<file path="config.mk">
export PLATFORM = sky130hd
export DESIGN_NAME = cal_seq_top
export DESIGN_NICKNAME = d
export VERILOG_FILES = /design/src/rtl/cal_seq_pkg.sv /design/src/rtl/cal_dev_timer.sv /design/src/rtl/cal_lock_timer.sv /design/src/rtl/cal_req_queue.sv /design/src/rtl/cal_seq_top.sv
export SDC_FILE = /design/constraint.sdc
export NUM_CORES = 1
export LEC_CHECK = 0
export BUFFER_PORTS_ARGS = -buffer_cell sky130_fd_sc_hd__buf_2
export CAP_MARGIN = 10
export CORE_MARGIN = 1
export CORE_UTILIZATION = 55
export CTS_CLUSTER_SIZE = 20
export DETAILED_ROUTE_END_ITERATION = 6
export PLACE_DENSITY_LB_ADDON = 0.2
export REMOVE_ABC_BUFFERS = 1
export SLEW_MARGIN = 25
export SYNTH_ARGS = -nofsm -noshare
export SYNTH_HDL_FRONTEND = slang
export SYNTH_HIERARCHICAL = 1
export SYNTH_SLANG_ARGS = --single-unit
</file>
<file path="constraint.sdc">
create_clock -name clk -period 6.3 [get_ports clk]
set_input_delay 0.945 -clock clk [delete_from_list [all_inputs] [get_ports clk]]
set_output_delay 0.945 -clock clk [all_outputs]
set_load 0.02 [all_outputs]
</file>
<file path="src/rtl/cal_seq_pkg.sv">
package cal_seq_pkg;

  localparam int SEL_DLL   = 0;
  localparam int SEL_CAL   = 1;
  localparam int BIT_START = 7;
  localparam int BIT_LONG  = 6;
  localparam int BIT_DLL   = 3;

  // Calibration mode word: select field 01, start bit, mode bit.
  function automatic logic [31:0] cal_word(input int aw, input logic long_m);
    logic [31:0] w;
    w = '0;
    w[aw-2 +: 2]   = 2'(SEL_CAL);
    w[BIT_START]   = 1'b1;
    w[BIT_LONG]    = long_m;
    return w;
  endfunction

  // DLL reset word: select field 00, reset bit.
  function automatic logic [31:0] dll_word(input int aw);
    logic [31:0] w;
    w = '0;
    w[aw-2 +: 2] = 2'(SEL_DLL);
    w[BIT_DLL]   = 1'b1;
    return w;
  endfunction

  // Busy window for one calibration.
  function automatic int unsigned cal_len(input logic fresh, input logic long_m,
                                          input int unsigned t_init,
                                          input int unsigned t_long,
                                          input int unsigned t_short);
    if (fresh)  return t_init;
    if (long_m) return t_long;
    return t_short;
  endfunction

endpackage

</file>
<file path="src/rtl/cal_dev_timer.sv">
module cal_dev_timer #(
  parameter int CNT_W = 8
) (
  input  logic             clk,
  input  logic             rst_n,
  input  logic             load_i,
  input  logic [CNT_W-1:0] len_i,
  output logic             busy_o,
  output logic             done_o
);
  logic [CNT_W-1:0] cnt;

  always_ff @(posedge clk or negedge rst_n) begin
    if (!rst_n) begin
      cnt    <= '0;
      done_o <= 1'b0;
    end else begin
      done_o <= !load_i && (cnt == CNT_W'(1));
      if (load_i)          cnt <= len_i;
      else if (cnt != '0)  cnt <= cnt - CNT_W'(1);
    end
  end

  assign busy_o = (cnt != '0);
endmodule

</file>
<file path="src/rtl/cal_lock_timer.sv">
module cal_lock_timer #(
  parameter int LOCK_CYCLES = 512
) (
  input  logic clk,
  input  logic rst_n,
  input  logic start_i,
  output logic locking_o
);
  localparam int LW = $clog2(LOCK_CYCLES + 1);
  logic [LW-1:0] cnt;

  always_ff @(posedge clk or negedge rst_n) begin
    if (!rst_n)           cnt <= '0;
    else if (start_i)     cnt <= LW'(LOCK_CYCLES);
    else if (cnt != '0)   cnt <= cnt - LW'(1);
  end

  assign locking_o = (cnt != '0);
endmodule

</file>
<file path="src/rtl/cal_req_queue.sv">
module cal_req_queue #(
  parameter int N_DEV = 3
) (
  input  logic             clk,
  input  logic             rst_n,
  input  logic             power_up_i,
  input  logic [N_DEV-1:0] long_req_i,
  input  logic [N_DEV-1:0] short_req_i,
  input  logic [N_DEV-1:0] grant_i,
  output logic [N_DEV-1:0] pend_o,
  output logic [N_DEV-1:0] long_o,
  output logic [N_DEV-1:0] fresh_o
);
  for (genvar i = 0; i < N_DEV; i++) begin : g_slot
    always_ff @(posedge clk or negedge rst_n) begin
      if (!rst_n) begin
        pend_o[i]  <= 1'b0;
        long_o[i]  <= 1'b0;
        fresh_o[i] <= 1'b1;
      end else begin
        if (grant_i[i]) begin
          pend_o[i] <= long_req_i[i] | short_req_i[i];
          long_o[i] <= long_req_i[i];
        end else begin
          pend_o[i] <= pend_o[i] | long_req_i[i] | short_req_i[i];
          long_o[i] <= (pend_o[i] & long_o[i]) | long_req_i[i];
        end
        if (power_up_i)      fresh_o[i] <= 1'b1;
        else if (grant_i[i]) fresh_o[i] <= 1'b0;
      end
    end
  end
endmodule

</file>
<file path="src/rtl/cal_seq_top.sv">
module cal_seq_top
  import cal_seq_pkg::*;
#(
  parameter int N_DEV       = 3,
  parameter int ADDR_W      = 18,
  parameter int T_INIT      = 64,
  parameter int T_LONG      = 32,
  parameter int T_SHORT     = 8,
  parameter int LOCK_CYCLES = 512,
  parameter int SHARED_RZQ  = 1
) (
  input  logic              clk,
  input  logic              rst_n,
  input  logic              power_up_i,
  input  logic              dll_req_i,
  input  logic [N_DEV-1:0]  cal_long_req_i,
  input  logic [N_DEV-1:0]  cal_short_req_i,
  input  logic              trc_met_i,
  output logic              cmd_mrw_o,
  output logic [ADDR_W-1:0] cmd_addr_o,
  output logic [N_DEV-1:0]  cmd_dev_o,
  output logic              channel_busy_o,
  output logic              read_allowed_o,
  output logic [N_DEV-1:0]  cal_done_o
);
  localparam int T_AB  = (T_INIT > T_LONG) ? T_INIT : T_LONG;
  localparam int T_MAX = (T_AB > T_SHORT) ? T_AB : T_SHORT;
  localparam int CNT_W = $clog2(T_MAX + 1);

  logic [N_DEV-1:0] busy_vec, pend_vec, long_vec, fresh_vec;
  logic [N_DEV-1:0] cal_elig, cal_grant;
  logic             any_busy, locking, dll_pend, dll_grant;
  logic             gnt_long, gnt_fresh, cal_issue;
  logic [CNT_W-1:0] gnt_len;

  assign any_busy  = |busy_vec;
  assign dll_grant = dll_pend && !any_busy;

  always_comb begin
    cal_elig = pend_vec & ~busy_vec;
    if (!trc_met_i || dll_grant)        cal_elig = '0;
    if ((SHARED_RZQ != 0) && any_busy)  cal_elig = '0;
  end

  assign cal_grant = cal_elig & (~cal_elig + N_DEV'(1));
  assign cal_issue = |cal_grant;
  assign gnt_long  = |(cal_grant & long_vec);
  assign gnt_fresh = |(cal_grant & fresh_vec);
  assign gnt_len   = CNT_W'(cal_len(gnt_fresh, gnt_long, T_INIT, T_LONG, T_SHORT));

  always_ff @(posedge clk or negedge rst_n) begin
    if (!rst_n) dll_pend <= 1'b0;
    else        dll_pend <= dll_req_i | (dll_pend & !dll_grant);
  end

  always_ff @(posedge clk or negedge rst_n) begin
    if (!rst_n) begin
      cmd_mrw_o  <= 1'b0;
      cmd_addr_o <= '0;
      cmd_dev_o  <= '0;
    end else begin
      cmd_mrw_o <= dll_grant | cal_issue;
      if (dll_grant) begin
        cmd_addr_o <= ADDR_W'(dll_word(ADDR_W));
        cmd_dev_o  <= '1;
      end else if (cal_issue) begin
        cmd_addr_o <= ADDR_W'(cal_word(ADDR_W, gnt_long));
        cmd_dev_o  <= cal_grant;
      end else begin
        cmd_addr_o <= '0;
        cmd_dev_o  <= '0;
      end
    end
  end

  cal_req_queue #(.N_DEV(N_DEV)) u_queue (
    .clk         (clk),
    .rst_n       (rst_n),
    .power_up_i  (power_up_i),
    .long_req_i  (cal_long_req_i),
    .short_req_i (cal_short_req_i),
    .grant_i     (cal_grant),
    .pend_o      (pend_vec),
    .long_o      (long_vec),
    .fresh_o     (fresh_vec)
  );

  for (genvar i = 0; i < N_DEV; i++) begin : g_dev
    cal_dev_timer #(.CNT_W(CNT_W)) u_timer (
      .clk    (clk),
      .rst_n  (rst_n),
      .load_i (cal_grant[i]),
      .len_i  (gnt_len),
      .busy_o (busy_vec[i]),
      .done_o (cal_done_o[i])
    );
  end

  cal_lock_timer #(.LOCK_CYCLES(LOCK_CYCLES)) u_lock (
    .clk       (clk),
    .rst_n     (rst_n),
    .start_i   (dll_grant),
    .locking_o (locking)
  );

  assign channel_busy_o = any_busy;
  assign read_allowed_o = !locking && !any_busy;
endmodule

</file>
==> summary.txt, run 1 <==
Route
  – Iter 0 DRT Violations: 106
  – Via count: roughly 2200
  – Average via count per standard cell: 5.52
  – Final ANT Viol Nets: 0
  – Wirelength per Cell: 13.8 um
  – DRT Wirelength: 5400 um
  – Pre-antenna DRT Iters: 4
  – DRC Markers: 0

Timing
  – RSZ-0062 raised after global routing: false
  – Final period utilization: 0.547
  – Final Max Slew Viols: 0
  – Final Hold Vio Count: 0
  – Worst hold slack: slightly below 0.5 ns
  – Highest Clock Rate: 290 MHz
  – Final Skew: 0.00435 ns
  – Worst-Margin Slew: around 0.7 ns
  – Fin worst setup slack: about 2.9 ns
  – Worst slew margin: 0.534
  – Total negative slack: 0 ns
  – Post-layout min period: roughly 3.4 ns
  – Final setup viols: 0

Clock network
  – Post-CTS setup buffer count: 0
  – Clock-pin slew on the worst setup and hold paths: 0.09 ns
  – Clock latency on the worst-skew pair: 0.31 ns
  – Buffer depth of the longest clock path: 2
  – H-tree Lvls: 2
  – Post-CTS Hold Buffers: 0
  – Root Driver: clkbuf_8
  – TritonCTS clock tree: done
  – CTS sink cnt: 51
  – Post-cts repair resize count: 0
  – Num CTS Buffers: 5

Power and ir drop
  – Power Total: approximately 0.7 mW
  – PwrDens: 224 nW/um2
  – Max VDD drop: roughly 0.13 mV
  – Leak pwr: between 1 and 1.5 nW

Logic synthesis
  – Synthesized area per cell: 9.88 um2
  – Synth warn: 6
  – Count leader, synth: dfrtp_1
  – Register bit total from synthesis: 51
  – Post-synth top area cell: dfrtp_1
  – Synth top area share: 0.419
  – Cells after Synth: between 200 and 300
  – Synth cell types: between 40 and 50
  – Synth async-reset ratio: 1.00
  – Synth area leaders: dfrtp_1, buf_4, ha_1
  – Synth cell count leaders: dfrtp_1, inv_1, buf_4, nand2_1
  – Number of synthesized flops with an enable pin: 0
  – Post-Syn Area: 2870 um2
  – Sequential element share of the synthesized area: 0.447
  – Top FF cell, synth: dfrtp_1

Die
  – Die area: around 5500 um2
  – Num ports: 38
  – Core area: 4880 um2
  – Die Wd: 74.2 um
  – Die Ht: 74.2 um
  – FP Rows: 25
  – Initial Utilization: 0.587

Finish
  – Nets@finish: 346
  – Register Area: around 1300 um2
  – Antenna cells: 0
  – Area Growth Syn to Fin: 9.08%
  – Final cell count without fillers: around 390
  – Final Util: 0.641
  – Fin area: 3130 um2
  – Share of layout cells above drive strength 1: 0.181
  – Multi-input gate area: roughly 1500 um2
  – # fillers: 428

Global routing
  – Vias in the first global route: 2100
  – Antenna violations before repair: 0
  – GRT Overall Usage: 0.229
  – First-pass GRT wire length: between 9000 and 10000 um
  – Gr ovfl total: 0
  – Largest net degree at the start of global routing: 52

Worst setup path
  – CP peak stage delay: 0.43 ns
  – Slowest CP cell: dfrtp_1
  – Critical path endpoint: read_allowed_o
  – Crit Path Max Fanout: 8
  – Startpoint Class: register
  – R2r worst-path depth: 11
  – Critical Path Sink Type: primary output
  – CP Buf/Inv Count: 4
  – WP data required: between 5 and 6 ns
  – Critical Path AT: 2.50 ns
  – R2R Setup Slk: 3.17 ns
  – Critical path depth: 9
  – Cell family with most CP delay: simple AND/OR/NAND/NOR gates
  – Crit. Startpoint: g_dev[1].u_timer/cnt[0]
  – Critical R2R Capture: g_dev[0].u_timer/cnt[5]
  – Critical path type: register to primary output
  – RR Startpoint: g_dev[1].u_timer/cnt[0]
  – Worst-path cell chain: inv_1, ha_1, or2b_2, nor2_1, inv_1, nor3_4, inv_2, nor2_1, buf_2

Place
  – RD Place Congestion: 0.855
  – Buffers on Ports: 23
  – Worst slack, placed: 2.84 ns
  – Dpl cells: 385
  – Placed cell area: 3020 um2
  – Post-DP HPWL: 3890 um

Run status
  – Outcome: finished clean

Job
  – Max Cap Viol: 0

Worst hold path
  – HP Class: register to register
-- power by group --
group / internal [mW] / switching (mW)
registers: 0.352 / 0.0281
clock network: 0.100 / 0.106
logic: 0.0510 / 0.0634
total: 0.503 / 0.198
-- layer usage --
metal	track usage	up-vias	part of all wire
li1	-	1076	-
met1	0.297	1048	0.45
met2	0.386	40	0.50
met3	0.0461	6	0.030
met4	0.0748	0	0.011
met5	0	-	0
-- area by class of cell --
| class | count | share of cell area |
|---|---|---|
| clock buffer | 8 | 0.0320 |
| multi-input combinational | 221 | 0.466 |
| inverter | 22 | 0.0264 |
| timing repair buffer | 24 | 0.0392 |
| tap | 67 | 0.0268 |
| sequential | 51 | 0.409 |
-- how the worst min path moves through the flow --
stage	startpoint	end	slack, ns	cells after the start
detailed placement	u_queue/long_o[0]	u_queue/long_o[0]	0.47	1
CTS	u_queue/long_o[0]	u_queue/long_o[0]	0.49	1
finish	u_queue/long_o[0]	u_queue/long_o[0]	0.49	1
floorplan	u_queue/long_o[0]	u_queue/long_o[0]	0.45	1
global route	u_queue/long_o[0]	u_queue/long_o[0]	0.51	1
global placement	u_queue/long_o[0]	u_queue/long_o[0]	0.46	1
-- cells in the final DEF, fill, tap and decap left out, types with 5 or more instances in the layout --
| master | n |
|---|---|
| dfrtp_1 | 48 |
| conb_1 | 26 |
| buf_2 | 23 |
| inv_1 | 21 |
| nand2_1 | 18 |
| o21ai_0 | 16 |
| a21oi_1 | 16 |
| o31ai_1 | 13 |
| nor2_1 | 12 |
| nor2b_1 | 11 |
| ha_1 | 10 |
| nor3_1 | 9 |
| xnor2_1 | 9 |
| a21o_1 | 7 |
| clkbuf_8 | 7 |
| a31oi_1 | 6 |
| or4_4 | 5 |
| or4_1 | 5 |
| nor4_1 | 5 |
-- flip-flops by register name, summed over array words and instances, names as in the netlist --
register / count
cmd_dev_o: 3
u_queue/fresh_o: 3
u_queue/long_o: 3
cmd_addr_o: 3
u_queue/pend_o: 3
g_dev.u_timer/done_o: 3
u_lock/cnt: 10
dll_pend: 1
cmd_mrw_o: 1
g_dev.u_timer/cnt: 21
-- logic make-up (layout without fill, tap and decap cells) --
family / after synthesis / count (layout) / share of synthesized area
flops: 51 / 51 / 0.447
fa+ha+maj: 10 / 10 / 0.0436
xor+xnor: 9 / 9 / 0.0275
simple gates: 97 / 97 / 0.210
mux: 1 / 1 / 0.00524
buf+inv: 43 / 54 / 0.0825
compound gates: 78 / 78 / 0.183
other cells: 1 / 26 / 0.00131
No activity file was read; power rests on OpenSTA's default activity.
==> inputs of run 2 (changes only) <==
--- a/config.mk
+++ b/config.mk
@@ -5,10 +5,11 @@
 export SDC_FILE = /design/constraint.sdc
 export NUM_CORES = 1
 export LEC_CHECK = 0
+export ABC_AREA = 1
 export BUFFER_PORTS_ARGS = -buffer_cell sky130_fd_sc_hd__buf_2
 export CAP_MARGIN = 10
 export CORE_MARGIN = 1
-export CORE_UTILIZATION = 55
+export CORE_UTILIZATION = 53
 export CTS_CLUSTER_SIZE = 20
 export DETAILED_ROUTE_END_ITERATION = 6
 export PLACE_DENSITY_LB_ADDON = 0.2
==> constraint.sdc (replaced) <==
create_clock -name clk -period 2.8 [get_ports clk]
set_input_delay 0.42 -clock clk [delete_from_list [all_inputs] [get_ports clk]]
set_output_delay 0.42 -clock clk [all_outputs]
set_load 0.02 [all_outputs]
==> summary.txt, run 2 <==
Run status
  – Outcome: finished clean

Timing
  – Post-layout min period: 2.51 ns
  – Final period utilization: 0.897
  – RSZ-0062 raised after global routing: false
  – Final Max Slew Viols: 0
  – Highest Clock Rate: 398 MHz
  – Final setup viols: 0
  – Final Skew: 0.0131 ns
  – Final Hold Vio Count: 0
  – Total negative slack: 0 ns

Finish
  – Register bank with the most flops: g_dev.u_timer/cnt
  – Share of layout cells above drive strength 1: 0.235
  – Nets@finish: roughly 470
  – Area Growth Syn to Fin: 9.19%
  – Biggest regs: g_dev.u_timer/cnt x21, u_lock/cnt x10
  – Antenna cells: 0
  – Most common cell after layout, fill and taps aside: nand2_1
  – # fillers: 520
  – Most frequent cells in the layout: nand2_1, inv_1, dfrtp_1
  – Max reg flops: 21

Place
  – Buffers on Ports: 23
  – Post-DP HPWL: 4330 um
  – RD Place Congestion: 0.873

Logic synthesis
  – Synth area leaders: dfrtp_1, nand2_1, inv_1
  – Synth async-reset ratio: 1.00
  – Synth cell types: 32
  – Post-Syn Area: 3210 um2
  – Register bit total from synthesis: 51
  – Top FF cell, synth: dfrtp_1
  – Synth warn: 6
  – Count leader, synth: nand2_1
  – Sequential element share of the synthesized area: 0.398
  – Post-synth top area cell: dfrtp_1
  – Cells after Synth: 412
  – Synth top area share: 0.374
  – Synth cell count leaders: nand2_1, dfrtp_1, inv_1
  – Number of synthesized flops with an enable pin: 0
  – Synthesized area per cell: a little under 8 um2

Route
  – Final ANT Viol Nets: 0
  – DRC Markers: 0
  – Via count: 2482
  – DRT Wirelength: ~5800 um
  – Wirelength per Cell: 11.0 um
  – Iter 0 DRT Violations: 114
  – Average via count per standard cell: around 4.7
  – Pre-antenna DRT Iters: 4

Worst setup path
  – Cell family with most CP delay: simple AND/OR/NAND/NOR gates
  – Critical Path Sink Type: register
  – CP Buf/Inv Count: 4
  – Critical path type: register to register
  – Critical Path AT: 2.72 ns
  – Worst-path cell chain: inv_1, ha_1, inv_1, nor2_4, nand2_2, nor2_4, nand3_2, nor2_4, nand2_1, inv_1, inv_4, or2_2, nand2_1, nor2_1
  – Crit Path Max Fanout: 10
  – Startpoint Class: register
  – CP peak stage delay: slightly above 0.4 ns
  – Slowest CP cell: dfrtp_1
  – WP data required: 3.01 ns

Job
  – Max Cap Viol: 0

Clock network
  – Buffer depth of the longest clock path: 2
  – Clock latency on the worst-skew pair: about 0.31 ns
  – Root Driver: clkbuf_8
  – TritonCTS clock tree: done
  – Clock-pin slew on the worst setup and hold paths: between 0.1 and 0.15 ns
  – Post-cts repair resize count: 0
  – Post-CTS setup buffer count: 0
  – CTS sink cnt: just over 50
  – Post-CTS Hold Buffers: 0
  – Num CTS Buffers: 5
  – H-tree Lvls: 2

Worst hold path
  – HP Class: input port to asynchronous set/reset pin

Global routing
  – First-pass GRT wire length: 10100 um
  – Antenna violations before repair: 0
  – GRT Overall Usage: 0.203
  – Vias in the first global route: approximately 2300
  – Largest net degree at the start of global routing: 52
  – Gr ovfl total: 0

Power and ir drop
  – Leak pwr: ~1.9 nW
  – Power Total: between 1 and 1.5 mW
  – PwrDens: between 300 and 400 nW/um2
  – Max VDD drop: 0.276 mV

Die
  – Die Ht: 79.9 um
  – Core area: between 5000 and 6000 um2
  – Num ports: 38
  – FP Rows: 27
  – Die area: 6380 um2
  – Die Wd: 79.9 um
  – Initial Utilization: 0.566
[run 2: through the flow]
| stage | util | hold slack, ns | instance area, um2 | worst slack (ns) | std cells |
|---|---|---|---|---|---|
| after floorplan | - | 0.124 | 3160 | 0.519 | 418 |
| after global placement | 0.598 | 0.434 | 3390 | 0.390 | 515 |
| after detailed placement | 0.598 | 0.438 | 3390 | 0.319 | 515 |
| after CTS | 0.618 | 0.0894 | 3510 | 0.294 | 523 |
| after global routing | 0.618 | 0.0874 | 3510 | 0.0794 | 523 |
| final | 0.618 | 0.0728 | 3510 | 0.289 | 523 |
[run 2: kinds of logic after synthesis]
| family | Yosys count | share of synthesized area |
|---|---|---|
| XOR/XNOR | 4 | 0.0109 |
| AND/OR/NAND/NOR | 231 | 0.380 |
| buffers and inverters | 89 | 0.130 |
| flip-flops | 51 | 0.398 |
| other | 1 | 0.00117 |
| AO/OA/AOI/OAI | 26 | 0.0413 |
| adder cells (fa/ha/maj) | 10 | 0.0389 |
[run 2: worst reg2reg max path, stage by stage (launching register included)]
cell	delay, ns
dfrtp_1	0.41
inv_1	0.14
ha_1	0.16
inv_1	0.06
nor2_4	0.14
nand2_2	0.11
nor2_4	0.19
nand3_2	0.13
nor2_4	0.21
nand2_1	0.09
inv_1	0.25
inv_4	0.11
or2_2	0.30
nand2_1	0.07
nor2_1	0.04
[run 2: layer usage]
layer  wire length, um  vias up  track usage
met1              2940     1123        0.282
met4                53        0       0.0375
met3               215        6       0.0434
met5                 0        -            0
li1                  -     1301            -
met2              2550       52        0.326
[run 2: layout make-up]
class                      count  area (um2)  share of cell area
clock buffer                   5        68.8              0.0196
inverter                      70         270              0.0770
timing repair buffer          25         143              0.0407
multi-input combinational    297        1610               0.459
sequential                    51        1280               0.365
clock inverter                 3        46.3              0.0132
tap                           72        90.1              0.0257
[run 2: power by group]
group | internal [mW] | switching [mW] | total, mW
clock | 0.270 | 0.261 | 0.531
combinational | 0.0101 | 0.0398 | 0.0499
sequential | 0.736 | 0.000000000000000262 | 0.736
total | 1.02 | 0.301 | 1.32
[run 2: final timing paths]
path	from	to	slack, ns	depth (start not counted)
setup / recovery	g_dev[0].u_timer/cnt[0]	g_dev[1].u_timer/cnt[4]	0.29	14
hold / removal	rst_n	g_dev[1].u_timer/cnt[3]	0.07	2
setup reg to reg	g_dev[0].u_timer/cnt[0]	g_dev[1].u_timer/cnt[4]	0.29	14
hold reg to reg	u_queue/fresh_o[1]	u_queue/fresh_o[1]	0.47	2
max in group asynchronous	rst_n	u_queue/fresh_o[1]	2.42	2
min in group clk	dll_req_i	dll_pend	0.29	2
